===== src/rtl/boot_sel_pkg.sv =====
package boot_sel_pkg;

    // Number of processor slots and derived index width
    localparam int NUM_CPU = 4;
    localparam int IDX_W   = (NUM_CPU > 1) ? $clog2(NUM_CPU) : 1;

    typedef logic [NUM_CPU-1:0] cpu_mask_t;
    typedef logic [IDX_W-1:0]   cpu_idx_t;

    // Slot reported by the picker when nothing is eligible
    localparam cpu_idx_t FALLBACK_IDX = '0;

    // Everything the block decides, kept together so it is captured at once
    typedef struct packed {
        cpu_idx_t  primary;
        cpu_mask_t enable;
        logic      fault;
    } sel_result_t;

    // Per-slot screening outcome
    typedef struct packed {
        cpu_mask_t eligible;
        cpu_mask_t failed;
    } screen_t;

    function automatic cpu_mask_t idx_to_onehot(input cpu_idx_t idx);
        cpu_mask_t m;
        m = '0;
        for (int i = 0; i < NUM_CPU; i++) begin
            if (cpu_idx_t'(i) == idx) m[i] = 1'b1;
        end
        return m;
    endfunction

endpackage


===== src/rtl/bsel_screen.sv =====
module bsel_screen
    import boot_sel_pkg::*;
(
    input  cpu_mask_t present,
    input  cpu_mask_t pass,
    input  cpu_mask_t errlog,
    output screen_t   screen
);

    // One identical screen cell per slot
    for (genvar g = 0; g < NUM_CPU; g++) begin : g_slot
        logic healthy;
        assign healthy               = pass[g] & ~errlog[g];
        assign screen.eligible[g]    = present[g] & healthy;
        assign screen.failed[g]      = present[g] & ~healthy;
    end

endmodule


===== src/rtl/bsel_pick.sv =====
module bsel_pick
    import boot_sel_pkg::*;
(
    input  cpu_mask_t eligible,
    output cpu_idx_t  idx,
    output logic      found
);

    // seen[i] is set when any slot below i is eligible
    cpu_mask_t seen;
    cpu_mask_t first;

    assign seen[0] = 1'b0;
    for (genvar g = 1; g < NUM_CPU; g++) begin : g_chain
        assign seen[g] = seen[g-1] | eligible[g-1];
    end

    for (genvar g = 0; g < NUM_CPU; g++) begin : g_first
        assign first[g] = eligible[g] & ~seen[g];
    end

    // Encode the single set bit of first (at most one)
    always_comb begin
        idx = FALLBACK_IDX;
        for (int i = 0; i < NUM_CPU; i++) begin
            if (first[i]) idx = cpu_idx_t'(i);
        end
    end

    assign found = |eligible;

endmodule


===== src/rtl/bsel_hold.sv =====
module bsel_hold
    import boot_sel_pkg::*;
(
    input  logic        clk,
    input  logic        rst,
    input  logic        start,
    input  sel_result_t next_res,
    output sel_result_t res,
    output logic        done
);

    sel_result_t res_q;
    logic        done_q;

    always_ff @(posedge clk) begin
        if (rst) begin
            res_q  <= '0;
            done_q <= 1'b0;
        end else if (start && !done_q) begin
            res_q  <= next_res;
            done_q <= 1'b1;
        end
    end

    assign res  = res_q;
    assign done = done_q;


    hold_stable_chk: assert property (@(posedge clk) disable iff (rst)
        done_q |=> (done_q && $stable(res_q)));


    done_rise_chk: assert property (@(posedge clk) disable iff (rst)
        $rose(done_q) |-> $past(start));


    capture_chk: assert property (@(posedge clk) disable iff (rst)
        (start && !done_q) |=> (res_q == $past(next_res)));

endmodule


===== src/rtl/boot_primary_select.sv =====
module boot_primary_select
    import boot_sel_pkg::*;
(
    input  logic                 clk,
    input  logic                 rst,
    input  logic                 start_i,
    input  logic [NUM_CPU-1:0]   present_i,
    input  logic [NUM_CPU-1:0]   pass_i,
    input  logic [NUM_CPU-1:0]   errlog_i,
    output logic [IDX_W-1:0]     primary_o,
    output logic [NUM_CPU-1:0]   enable_o,
    output logic                 fault_o,
    output logic                 done_o
);

    screen_t     scr;
    cpu_idx_t    pick_idx;
    logic        pick_found;
    sel_result_t next_res;
    sel_result_t held;

    bsel_screen u_screen (
        .present (present_i),
        .pass    (pass_i),
        .errlog  (errlog_i),
        .screen  (scr)
    );

    bsel_pick u_pick (
        .eligible (scr.eligible),
        .idx      (pick_idx),
        .found    (pick_found)
    );

    always_comb begin
        next_res.primary = pick_idx;
        next_res.enable  = scr.eligible | idx_to_onehot(pick_idx);
        next_res.fault   = |scr.failed;
    end

    bsel_hold u_hold (
        .clk      (clk),
        .rst      (rst),
        .start    (start_i),
        .next_res (next_res),
        .res      (held),
        .done     (done_o)
    );

    assign primary_o = held.primary;
    assign enable_o  = held.enable;
    assign fault_o   = held.fault;


    screen_disjoint_chk: assert property (@(posedge clk) disable iff (rst)
        (scr.eligible & scr.failed) == '0);


    fallback_chk: assert property (@(posedge clk) disable iff (rst)
        !pick_found |-> (pick_idx == FALLBACK_IDX));


    pick_valid_chk: assert property (@(posedge clk) disable iff (rst)
        pick_found |-> scr.eligible[pick_idx]);


    primary_enabled_chk: assert property (@(posedge clk) disable iff (rst)
        done_o |-> enable_o[primary_o]);


    idle_zero_chk: assert property (@(posedge clk) disable iff (rst)
        !done_o |-> (enable_o == '0 && !fault_o && primary_o == '0));

endmodule


===== config.mk =====
export PLATFORM = sky130hd
export DESIGN_NAME = boot_primary_select
export DESIGN_NICKNAME = d
export VERILOG_FILES = /design/src/rtl/boot_sel_pkg.sv /design/src/rtl/bsel_screen.sv /design/src/rtl/bsel_pick.sv /design/src/rtl/bsel_hold.sv /design/src/rtl/boot_primary_select.sv
export SDC_FILE = /design/constraint.sdc
export NUM_CORES = 1
export LEC_CHECK = 0
export BUFFER_PORTS_ARGS = -buffer_cell sky130_fd_sc_hd__buf_4
export CORE_AREA = 2 2 39 41
export CTS_CLUSTER_DIAMETER = 40
export CTS_CLUSTER_SIZE = 20
export DETAILED_ROUTE_END_ITERATION = 10
export DIE_AREA = 0 0 41 43
export SYNTH_ARGS = -nofsm -noshare
export SYNTH_HDL_FRONTEND = slang
export SYNTH_SLANG_ARGS = --single-unit

===== constraint.sdc =====
create_clock -name clk -period 1.35 [get_ports clk]
set_clock_uncertainty 0.1 [all_clocks]
set_input_delay 0.27 -clock clk [delete_from_list [all_inputs] [get_ports clk]]
set_output_delay 0.27 -clock clk [all_outputs]
set_load 0.02 [all_outputs]

==> summary.txt <==
Timing
  • Slew margin rel.: 0.7742
  • Fin crit period: 1189 ps
  • Final Max Slew Viols: 0
  • Max Fclk: around 840 MHz
  • Hold Fails Final Rpt: 0
  • Final worst-path cycle share: 0.8804
  • Worst Max-Slew Pin Slew: ~340 ps
  • Sum Neg Setup Slack: 0 ps
  • Final setup vio count: 0
  • RSZ-0062 raised after global routing: no

Synthesis
  • Top cells by count, synth: dfxtp_1, nor2_1, inv_1, mux2i_1
  • Netlist cell types: 22
  • Top-count cell post-synth: dfxtp_1
  • Post-synth EDFFs: 0
  • Mapped Cells: 42
  • Fraction of registers with async set/reset: 0
  • Synthesized Nets: 57
  • Synthesized area per cell: about 10 µm²
  • Synth warn: 0
  • Sequential-to-total area share from yosys stat: 0.3636
  • Dominant synthesized flop cell: dfxtp_1
  • Synthesized flop and latch total: 8
  • Post-synth top area cell: dfxtp_1
  • Synth Cell Area: around 440 µm²
  • Synth area leaders: dfxtp_1, o32ai_2, mux2i_1
  • Yosys top cell area share: 0.3636

Die
  • Die Wd: between 40 and 50 µm
  • Core ar.: approximately 1400 µm²
  • I/O pin cnt: 23
  • Initial Util: 0.3183
  • Die Height: about 43 µm
  • Row count: 14
  • Die footprint: between 1500 and 2000 µm²

Power
  • Seq pwr share: 0.449
  • Pwr Total: 568.4 µW
  • Pwr Density: 904.9 nW/µm²
  • Clock Power Share: 0.325
  • Leak: 0.0003001 µW
  • Internal Pwr Total: 418.4 µW
  • Comb pwr share: 0.226
  • Sw frac: 0.2640
  • Net Switching: ~150 µW
  • Worst VDD drop: 0.3814 mV

Clock network
  • Clk sinks: 8
  • Cts repair resizes: 0
  • Root Buffer: clkbuf_4
  • Clk slew on worst S/H paths: 50 ps
  • Post-CTS Repair Setup Buffers: 0
  • Clk buf depth: 2
  • CTS buffer count: 3
  • H-Tree Depth: 1
  • TritonCTS clock tree: done
  • Post-CTS Hold Fix Bufs: 0
  • Clock Latency Late Sink: 250 ps

Place
  • Hpwl dp: slightly above 700 µm
  • Port Buf Inserts: 22
  • Placer Congestion: slightly above 0.7

Run
  • Maxcap violations: 0

Route
  • Vias per cell: 4.854
  • Routed WL: 906 µm
  • DR WL/cell: roughly 11 µm
  • Via count: about 400
  • DRC viols: 0
  • Drt pass-1 iters: 2
  • Initial drt markers: 1
  • Final ANT Viol Nets: 0

Global route
  • Congestion Overflow GR: 0
  • First-pass GRT wire length: about 1500 µm
  • Vias in the first global route: around 400
  • Initial antenna violation count: 0
  • All-Layer GR Usage: 0.1338
  • Largest net degree at the start of global routing: 11

Min path
  • HP Class: input pin to flop

Setup path
  • Critical Path AT: about 820 ps
  • Critical path class: flop to output port
  • Critical-path cell list: buf_4
  • Worst Path Max Fanout: 3
  • Worst Setup End Kind: output port
  • R2R setup slack: approximately 160 ps
  • Slowest-stage cell, CP: dfxtp_1
  • Worst EP required: 980 ps
  • Delay-heaviest family, CP: flip-flops
  • Buf/Inv on CP: 1
  • CP startpoint kind: flop
  • Critical Path Max Stage Delay: ~400 ps

Finish
  • Proportion of layout cells with a drive suffix above 1: 0.4848
  • Area growth syn-to-layout: 42.61%
  • Diode count: 0
  • NumNets Final: between 80 and 90
  • Fill cells: 130

Run status
  • Status: complete, no violations
[power groups by stage]
stage / registers, µW / logic, µW / clock network (µW)
after floorplan: 274 / 60.0 / 0
after global placement: 261 / 128 / 0
after detailed placement: 261 / 129 / 0
after CTS: 255 / 130 / 195
after global routing: 256 / 140 / 213
final: 255 / 128 / 185
[layout by cell type, fill, tap and decap left out, types with 2 or more instances in the layout]
| cell | instances |
|---|---|
| inv_1 | 3 |
| o32ai_2 | 2 |
| nor2_1 | 5 |
| nand2b_1 | 2 |
| dfxtp_1 | 8 |
| nand2_1 | 2 |
| clkbuf_4 | 3 |
| o21ai_0 | 2 |
| buf_4 | 22 |
| mux2i_1 | 3 |
| and3b_1 | 2 |
[final cells by class]
class                           count  area [µm²]  share of cell area
Inverter                            3       11.26             0.01793
Multi-Input combinational cell     30       249.0              0.3964
Sequential cell                     8       160.2              0.2550
Tap cell                           16       20.02             0.03187
Timing Repair Buffer               22       165.2              0.2629
Clock buffer                        3       22.52             0.03586
[layer usage]
layer  track usage  vias to the layer above  routed length (µm)
li1              -                      201                   -
met1        0.1586                      176                 402
met2        0.1719                       17                 387
met3       0.07330                        4                  87
met4        0.1000                        0                  29
met5             0                        -                   0
[state kept, by name, indices dropped and copies added (netlist names)]
name,count
u_hold.done,1
u_hold.res,7
[cells by family (layout without fill, tap and decap cells)]
family / after synthesis / count (layout) / synth area share
AND/OR/NAND/NOR: 17 / 17 / 0.2869
multiplexers: 3 / 3 / 0.06818
AO/OA/AOI/OAI: 10 / 10 / 0.2102
flip-flops: 8 / 8 / 0.3636
buffers and inverters: 4 / 28 / 0.07102
[path summary, 6_finish.rpt]
kind,startpoint,end,cells past startpoint
hold reg to reg,u_hold.res[3],u_hold.res[3],2
setup reg to reg,u_hold.done,u_hold.res[6],3
setup / recovery,u_hold.done,done_o,1
hold / removal,start_i,u_hold.done,3
[per-stage QoR]
step	hold WS (ps)	utilization	cells	worst slack [ps]	area, µm²
2_1_floorplan	242.4	-	42	216.4	440.4
3_3_place_gp	389.5	0.4376	79	161.0	605.6
3_5_place_dp	383.8	0.4376	79	131.3	605.6
4_1_cts	124.5	0.4539	82	146.2	628.1
5_1_grt	132.7	0.4539	82	98.17	628.1
6_report	128.1	0.4539	82	161.5	628.1
Power figures use the tool's default switching activity.
